===== src/rtl/amt_pkg.sv =====
package amt_pkg;
  localparam int unsigned CNT_W     = 4;
  localparam int unsigned THR_W     = 4;
  localparam int unsigned WIN_DEPTH = 128;
  localparam int unsigned THR_MIN   = 1;
  localparam int unsigned THR_MAX   = 15;
  localparam int unsigned THR_INIT  = 4;

  typedef enum logic [1:0] {
    TREND_FLAT = 2'd0,
    TREND_UP   = 2'd1,
    TREND_DOWN = 2'd2
  } trend_e;
endpackage


===== src/rtl/amt_reuse_ring.sv =====
module amt_reuse_ring #(
  parameter int unsigned DEPTH = amt_pkg::WIN_DEPTH,
  parameter int unsigned CW    = amt_pkg::CNT_W,
  parameter int unsigned SW    = CW + $clog2(DEPTH)
) (
  input  logic          clk_i,
  input  logic          rst_ni,
  input  logic          hit_valid_i,
  input  logic [CW-1:0] hit_count_i,
  output logic [SW-1:0] sum_o
);
  localparam int unsigned PW = (DEPTH > 1) ? $clog2(DEPTH) : 1;
  localparam logic [PW-1:0] LAST = PW'(DEPTH - 1);

  logic [CW-1:0] slot_q [DEPTH];
  logic [PW-1:0] wr_ptr_q;
  logic [SW-1:0] sum_q;
  logic [CW-1:0] oldest;

  assign oldest = slot_q[wr_ptr_q];

  for (genvar g = 0; g < DEPTH; g++) begin : g_slot
    always_ff @(posedge clk_i or negedge rst_ni) begin
      if (!rst_ni)                                  slot_q[g] <= '0;
      else if (hit_valid_i && wr_ptr_q == PW'(g))   slot_q[g] <= hit_count_i;
    end
  end

  always_ff @(posedge clk_i or negedge rst_ni) begin
    if (!rst_ni) begin
      wr_ptr_q <= '0;
      sum_q    <= '0;
    end else if (hit_valid_i) begin
      wr_ptr_q <= (wr_ptr_q == LAST) ? '0 : wr_ptr_q + 1'b1;
      // running total: evict oldest, add newest
      sum_q    <= sum_q - SW'(oldest) + SW'(hit_count_i);
    end
  end

  assign sum_o = sum_q;
endmodule


===== src/rtl/amt_thresh_adapt.sv =====
module amt_thresh_adapt
  import amt_pkg::*;
#(
  parameter int unsigned SW     = 11,
  parameter int unsigned TW     = THR_W,
  parameter int unsigned T_MIN  = THR_MIN,
  parameter int unsigned T_MAX  = THR_MAX,
  parameter int unsigned T_INIT = THR_INIT
) (
  input  logic          clk_i,
  input  logic          rst_ni,
  input  logic          epoch_i,
  input  logic [SW-1:0] cur_sum_i,
  output logic [TW-1:0] thresh_o
);
  localparam logic [TW-1:0] MIN_V  = TW'(T_MIN);
  localparam logic [TW-1:0] MAX_V  = TW'(T_MAX);
  localparam logic [TW-1:0] INIT_V = TW'(T_INIT);

  logic [SW-1:0] prev_sum_q;
  logic [TW-1:0] thr_q, thr_d;
  trend_e        trend;

  always_comb begin
    if (cur_sum_i > prev_sum_q)      trend = TREND_UP;
    else if (cur_sum_i < prev_sum_q) trend = TREND_DOWN;
    else                             trend = TREND_FLAT;
  end

  // better reuse -> easier promotion; worse reuse -> throttle
  always_comb begin
    thr_d = thr_q;
    unique case (trend)
      TREND_UP:   if (thr_q > MIN_V) thr_d = thr_q - 1'b1;
      TREND_DOWN: if (thr_q < MAX_V) thr_d = thr_q + 1'b1;
      default:    thr_d = thr_q;
    endcase
  end

  always_ff @(posedge clk_i or negedge rst_ni) begin
    if (!rst_ni) begin
      thr_q      <= INIT_V;
      prev_sum_q <= '0;
    end else if (epoch_i) begin
      thr_q      <= thr_d;
      prev_sum_q <= cur_sum_i;
    end
  end

  assign thresh_o = thr_q;
endmodule


===== src/rtl/amt_promote_gate.sv =====
module amt_promote_gate #(
  parameter int unsigned CW = amt_pkg::CNT_W,
  parameter int unsigned TW = amt_pkg::THR_W
) (
  input  logic          clk_i,
  input  logic          rst_ni,
  input  logic          ref_valid_i,
  input  logic          ref_in_nvm_i,
  input  logic [CW-1:0] ref_count_i,
  input  logic [TW-1:0] thresh_i,
  output logic          promote_o
);
  localparam int unsigned MW = (CW > TW) ? CW : TW;

  logic [MW-1:0] cnt_ext, thr_ext;
  logic          fire;

  assign cnt_ext = MW'(ref_count_i);
  assign thr_ext = MW'(thresh_i);
  assign fire    = ref_valid_i && ref_in_nvm_i && (cnt_ext > thr_ext);

  always_ff @(posedge clk_i or negedge rst_ni) begin
    if (!rst_ni) promote_o <= 1'b0;
    else         promote_o <= fire;
  end
endmodule


===== src/rtl/amt_ctrl.sv =====
module amt_ctrl
  import amt_pkg::*;
#(
  parameter int unsigned CW     = CNT_W,
  parameter int unsigned TW     = THR_W,
  parameter int unsigned DEPTH  = WIN_DEPTH,
  parameter int unsigned T_MIN  = THR_MIN,
  parameter int unsigned T_MAX  = THR_MAX,
  parameter int unsigned T_INIT = THR_INIT
) (
  input  logic          clk_i,
  input  logic          rst_ni,
  input  logic          epoch_i,
  input  logic          ref_valid_i,
  input  logic          ref_in_nvm_i,
  input  logic [CW-1:0] ref_count_i,
  input  logic          hit_valid_i,
  input  logic [CW-1:0] hit_count_i,
  output logic          promote_o,
  output logic [TW-1:0] thresh_o
);
  localparam int unsigned SW = CW + $clog2(DEPTH);

  logic [SW-1:0] win_sum;
  logic [TW-1:0] thr;

  amt_reuse_ring #(.DEPTH(DEPTH), .CW(CW), .SW(SW)) u_ring (
    .clk_i       (clk_i),
    .rst_ni      (rst_ni),
    .hit_valid_i (hit_valid_i),
    .hit_count_i (hit_count_i),
    .sum_o       (win_sum)
  );

  amt_thresh_adapt #(
    .SW(SW), .TW(TW), .T_MIN(T_MIN), .T_MAX(T_MAX), .T_INIT(T_INIT)
  ) u_adapt (
    .clk_i     (clk_i),
    .rst_ni    (rst_ni),
    .epoch_i   (epoch_i),
    .cur_sum_i (win_sum),
    .thresh_o  (thr)
  );

  amt_promote_gate #(.CW(CW), .TW(TW)) u_gate (
    .clk_i        (clk_i),
    .rst_ni       (rst_ni),
    .ref_valid_i  (ref_valid_i),
    .ref_in_nvm_i (ref_in_nvm_i),
    .ref_count_i  (ref_count_i),
    .thresh_i     (thr),
    .promote_o    (promote_o)
  );

  assign thresh_o = thr;
endmodule


===== config.mk =====
export PLATFORM = sky130hd
export DESIGN_NAME = amt_ctrl
export DESIGN_NICKNAME = d
export VERILOG_FILES = /design/src/rtl/amt_pkg.sv /design/src/rtl/amt_reuse_ring.sv /design/src/rtl/amt_thresh_adapt.sv /design/src/rtl/amt_promote_gate.sv /design/src/rtl/amt_ctrl.sv
export SDC_FILE = /design/constraint.sdc
export NUM_CORES = 1
export LEC_CHECK = 0
export CAP_MARGIN = 20
export CORE_MARGIN = 2
export CORE_UTILIZATION = 50
export CTS_CLUSTER_SIZE = 28
export DETAILED_ROUTE_END_ITERATION = 8
export MAX_ROUTING_LAYER = met4
export PLACE_DENSITY = 0.73
export SYNTH_ARGS = -nofsm -noshare
export SYNTH_HDL_FRONTEND = slang
export SYNTH_SLANG_ARGS = --single-unit

===== constraint.sdc =====
create_clock -name clk_i -period 5.52 [get_ports clk_i]
set_input_delay 1.38 -clock clk_i [delete_from_list [all_inputs] [get_ports clk_i]]
set_output_delay 1.38 -clock clk_i [all_outputs]
set_load 0.02 [all_outputs]

**Yosys cells after proc, flatten, opt, wreduce, memory -nomap -nowiden**

Index checks and enable logic that the tools add are counted.

- Register bits: 546
- Output and inout port bits: 5

- Add/subtract/negate cells: 5
- Order comparisons: 6
- Equality and inequality tests: 131
- Muxes and demuxes: 9
- Bitwise logic cells: 1
- Reduce and logical (&&, ||, !) cells: 133

Operator list:

| operator | number |
|---|---|
| $eq 7x7->1 const B | 64 |
| $eq 7x6->1 const B | 32 |
| $logic_and 1x1->1 | 130 |
| $eq 7x5->1 const B | 16 |
| $eq 7x4->1 const B | 8 |
| $bmux 4 s7 | 1 |
| $eq 7x3->1 const B | 4 |
| $mux 4 | 4 |
| $eq 7x2->1 const B | 2 |
| $add 11x4->11 | 1 |
| $gt 11x11->1 | 1 |
| $lt 11x11->1 | 1 |
| $sub 11x4->11 | 1 |
| $ge 8x8->1 const B | 1 |
| $not 7->8 | 1 |
| $pmux 4 s2 | 1 |
| $add 7x1->7 const B | 1 |
| $eq 7x1->1 const B | 1 |
| $logic_not 7->1 | 1 |
| $mux 7 | 1 |
| $add 4x1->4 const B | 1 |
| $gt 4x1->1 const B | 1 |
| $gt 4x4->1 | 1 |
| $lt 4x4->1 const B | 1 |
| other kinds (7) | 9 |

**Depth between registers and ports, before layout**

Gate-level depths: netlist of run 1.

- Depth in word-level cells: 6
- Mapped depth: 22
- Mapped depth without buffers: 19

**By module**

Synthesis of run 1 repeated with hierarchy kept, for this count alone.

- Cell total of the unflattened synthesis: 1988
- Area, all modules: 25799.7 um^2

Modules (own cells, without submodules):

| module | times used | cells an instance | area each (um^2) | seq. area each (um^2) |
|---|---|---|---|---|
| amt_reuse_ring | 1 | 1868 | 24703.7 | 13262.7 |
| amt_thresh_adapt | 1 | 105 | 970.9 | 376.6 |
| amt_promote_gate | 1 | 15 | 125.1 | 25.0 |

**Least setup slack after synthesis of run 1**

OpenSTA, ideal clock, no wires.

- Kind: flip-flop to flip-flop
- From: register u_ring.wr_ptr_q[0]
- To: register u_ring.sum_q[9] (netlist: u_ring.sum_o[9])
- Setup time: 0.138 ns
- Arrival time: 4.155 ns
- Data required time: 5.382 ns
- Path slack: 1.227 ns
- Cell stages (with the launch flop): 18
- Period minus slack after synthesis: 4.293 ns
- Path through: dfrtp_1 buf_6 buf_6 buf_2 mux4_2 a221oi_1 o221ai_1 o31a_1 fa_1 inv_1 ha_1 a21o_1 a21oi_1 o21ai_1 or4b_1 a31oi_1 xor2_1 mux2i_1

- Cells in the longest elaborated chain, start to end: 6

RTL lines:

| what | RTL line | source |
|---|---|---|
| start: declaration | amt_reuse_ring.sv:16 | `logic [PW-1:0] wr_ptr_q;` |
| start signal: assignment | amt_reuse_ring.sv:34 | `wr_ptr_q <= (wr_ptr_q == LAST) ? '0 : wr_ptr_q + 1'b1;` |
| $not 7->8 (implied by the code) | amt_reuse_ring.sv:20 | `assign oldest = slot_q[wr_ptr_q];` |
| $bmux 4 s7 | amt_reuse_ring.sv:20 |  |
| $mux 4 (implied by the code) (2 in a row) | amt_reuse_ring.sv:20 |  |
| $sub 11x4->11 | amt_reuse_ring.sv:36 | `sum_q <= sum_q - SW'(oldest) + SW'(hit_count_i);` |
| $add 11x4->11 | amt_reuse_ring.sv:36 |  |
| end signal: assignment | amt_reuse_ring.sv:36 |  |
| end: declaration | amt_reuse_ring.sv:17 | `logic [SW-1:0] sum_q;` |

No other way between the ends. The select of a mux whose other input is x is not followed.
A chain may end at the register's enable or synchronous reset.

**Worst setup path in the final report of run 1**

- From: register u_ring.wr_ptr_q[0]
- To: register u_ring.sum_q[10] (netlist: u_ring.sum_o[10])

The elaborated chain is that of the path after synthesis.

==> results of run 1 <==
state kept, by name, summed over array words and instances (netlist names):
register,flops
u_adapt.prev_sum_q,11
u_adapt.thresh_o,4
u_gate.promote_o,1
u_ring.slot_q,512
u_ring.sum_o,11
u_ring.wr_ptr_q,7
critical path, cell delays in order, from the launching register on:
cell,delay (ns)
dfrtp_4,0.65
buf_4,0.26
mux4_2,0.51
a22o_1,0.28
a221oi_1,0.37
o22ai_1,0.13
nor3_1,0.38
nor2_1,0.19
ha_1,0.31
inv_1,0.06
ha_1,0.16
inv_1,0.07
fa_1,0.43
nand2b_1,0.18
a21oi_1,0.25
o21ai_0,0.18
o21ai_0,0.25
xnor2_1,0.16
nand2_1,0.09
xnor2_1,0.13
through the flow:
stage / utilization (%) / std cells / power, uW / hold WS [ns] / setup slack (ns)
after floorplan: - / 1966 / 8410 / 0.445 / 1.23
after global placement: 52.2 / 2592 / 9720 / 0.458 / 0.407
after detailed placement: 52.2 / 2592 / 9870 / 0.469 / 0.341
after CTS: 56.0 / 2694 / 13800 / 0.485 / 0.338
after global routing: 56.1 / 2696 / 14600 / 0.500 / 0.0875
final: 56.1 / 2696 / 13900 / 0.478 / 0.347
what timing repair did:
action	in CTS	in global routing
hold buffers	0	0
endpoints found under the setup margin	0	1
setup buffers	0	2
cells in the final DEF (no fill, tap or decap), drive strengths merged, types with 14 or more instances in the layout:
cell	netlist	routed
dfrtp	545	545
mux2	430	430
nand2	176	176
o21ai	126	126
nor2	123	123
mux4	101	101
clkbuf	83	87
buf	40	58
mux2i	52	52
inv	40	40
ha	33	33
a21oi	24	24
nand3	22	22
a22oi	19	19
a22o	15	15
nor2b	14	14
report_power, final:
part	leakage, uW	switching, uW	internal, uW
Combinational	0.00490	2620	2100
Clock	0.000956	1590	2390
Sequential	0.00744	541	4670
layer usage:
metal / share of wire, % / vias up / routed length [um] / global-route usage, %
li1: - / 7104 / - / -
met5: 0 / - / 0 / -
met2: 47 / 661 / 30600 / 39.2
met4: 3.7 / 0 / 2400 / 9.21
met3: 8.3 / 154 / 5420 / 5.84
met1: 41 / 8662 / 27200 / 34.0
worst max path at each step:
stage	end	startpoint	slack (ns)
after detailed placement	u_ring.sum_o[10]	u_ring.wr_ptr_q[0]	0.34
after CTS	u_ring.sum_o[10]	u_ring.wr_ptr_q[0]	0.34
after global routing	u_ring.sum_o[10]	u_ring.wr_ptr_q[1]	0.09
after floorplan	u_ring.sum_o[9]	u_ring.wr_ptr_q[0]	1.23
final	u_ring.sum_o[10]	u_ring.wr_ptr_q[0]	0.35
after global placement	u_ring.sum_o[10]	u_ring.wr_ptr_q[0]	0.41
cell families (layout without fill, tap and decap cells):
| kind of cell | after synthesis | in the layout | share of synthesized area (%) |
|---|---|---|---|
| AOI/OAI and AO/OA | 241 | 241 | 5.71 |
| xor gates and xnor gates | 16 | 16 | 0.545 |
| adders and majority gates | 37 | 37 | 1.92 |
| buffers and inverters | 163 | 213 | 2.75 |
| DFF | 546 | 546 | 53.1 |
| muxes | 583 | 583 | 29.7 |
| and+or+nand+nor | 380 | 380 | 6.23 |
final cells by class:
class	count	area share (%)
clock buffer	87	5.96
clock inverter	15	0.808
sequential	546	47.7
timing repair buffer	71	2.45
inverter	40	0.524
tap	680	2.97
multi-input combinational	1257	39.6
==> key figures, run 1 <==
Finish
  – Fillcell total: 4057
  – # diodes: 0
  – Fraction of layout cells with a size suffix above 1: 32.7%
  – Nets@finish: 2022
  – Finished Cell Area: 0.0287 sq mm
  – Area grow syn2layout: 11.5%
  – Register cell area after layout: 0.0137 sq mm
  – Multi-input logic area: 0.0113 sq mm

CTS
  – Post-cts gate resize count: 0
  – Worst-Skew Late Latency: 0.62 ns
  – H-tree depth: 2
  – CTS clk-pin slew, worst paths: 0.06 ns
  – Cts bufs inserted: 55
  – Longest Clk Path Bufs: 3
  – Root buffer cell: clkbuf_16
  – CTS Sinks: 546
  – CTS tree: yes

Yosys
  – Area contributors post-synth: dfrtp_1, mux2_2, mux4_2
  – Post-Syn Instances: 1966
  – Netlist Area Pre-Place: 0.0257 sq mm
  – Area leader, netlist: dfrtp_1
  – Seq cells post-synth: 546
  – Most frequent cells after synthesis: dfrtp_1, mux2_2, nand2_1
  – Top cell type's share of synthesized area: 53.0%
  – Sequential-to-total area share from yosys stat: 53.1%
  – Synth unique cells: 55
  – Syn_nets: 2017
  – Count leader, synth: dfrtp_1
  – Yosys warns: 0
  – Post-synth ARST share: 100%
  – Post-synthesis average cell area: 13.1 sq um
  – Post-synth EDFFs: 0
  – Ys flop type: dfrtp_1

Route
  – Drt initial violations: 1713
  – WL final: 65600 um
  – Drt drc: 0
  – DR vias: 16.6k
  – Drt first pass iters: 5
  – Antenna viol nets, final: 0
  – DR WL/cell: 24.3 um
  – Vias/cell: 6.15

Setup path
  – FF-to-FF Start: u_ring.wr_ptr_q[0]
  – Critical Path RT: 6.02 ns
  – Endpoint type of the worst setup path: register
  – CP Class: reg -> reg
  – Crit-path max FO: 14
  – Crit start category: register
  – R2R depth: 19
  – Reg2reg end: u_ring.sum_o[10]
  – Worst EP arrival: 5.67 ns
  – Worst R2R Setup Slack: 0.35 ns

Timing
  – Fmax: 193 MHz
  – Final setup viols: 0
  – Fin. Hold Viols: 0
  – Layout Skew: 0.0188 ns
  – Slew HR: 22.4%
  – Least-Margin Pin Slew: 1.16 ns
  – Setup TNS: 0 ns
  – Tcrit/Tclk final: 93.7%
  – Max Slew Vio Count: 0
  – RSZ-0062 raised after global routing: false
  – Minimum clock period: 5.17 ns

Floorplanning
  – Core Area: 0.0511 sq mm
  – Die Span X: 231 um
  – Starting density of the core: 50.3%
  – I/O Pins: 19
  – Die area: 0.0533 sq mm
  – Die Ht: 231 um
  – Row Count: 83

Flow run
  – Max Cap Viol: 0

Global routing
  – Vias in the first global route: 17.3k
  – Gr ovfl total: 0
  – Global-route wire length before repair: 103000 um
  – Largest net degree at the start of global routing: 130
  – All-layer global routing usage: 25.7%
  – Initial antenna violation count: 1

Hold path
  – WHS Endpoint: u_ring.slot_q[251]
  – Hold path depth: 2
  – HP Class: reg -> reg
  – Worst hold start: u_ring.slot_q[251]

Placement
  – Post-Place Cell Area: 0.0267 sq mm
  – PortBufs: 18
  – Hpwl dp: 43400 um
  – GPL Wtd Cong: 0.927

Status
  – Status: finished, final reports clean

Power
  – Leak pwr: 0.0133 uW
  – Worst ir drop on vdd: 0.000296 V
  – Power per cell area: 486 mW/mm^2
Power figures use the tool's default switching activity.
==> run 2: changes to the inputs <==
--- a/config.mk
+++ b/config.mk
@@ -12,6 +12,7 @@
 export DETAILED_ROUTE_END_ITERATION = 8
 export MAX_ROUTING_LAYER = met4
 export PLACE_DENSITY = 0.73
+export SKIP_LAST_GASP = 1
 export SYNTH_ARGS = -nofsm -noshare
 export SYNTH_HDL_FRONTEND = slang
 export SYNTH_SLANG_ARGS = --single-unit
==> results of run 2 <==
No change in the layout: final DEF, timing and power equal those of run 1.
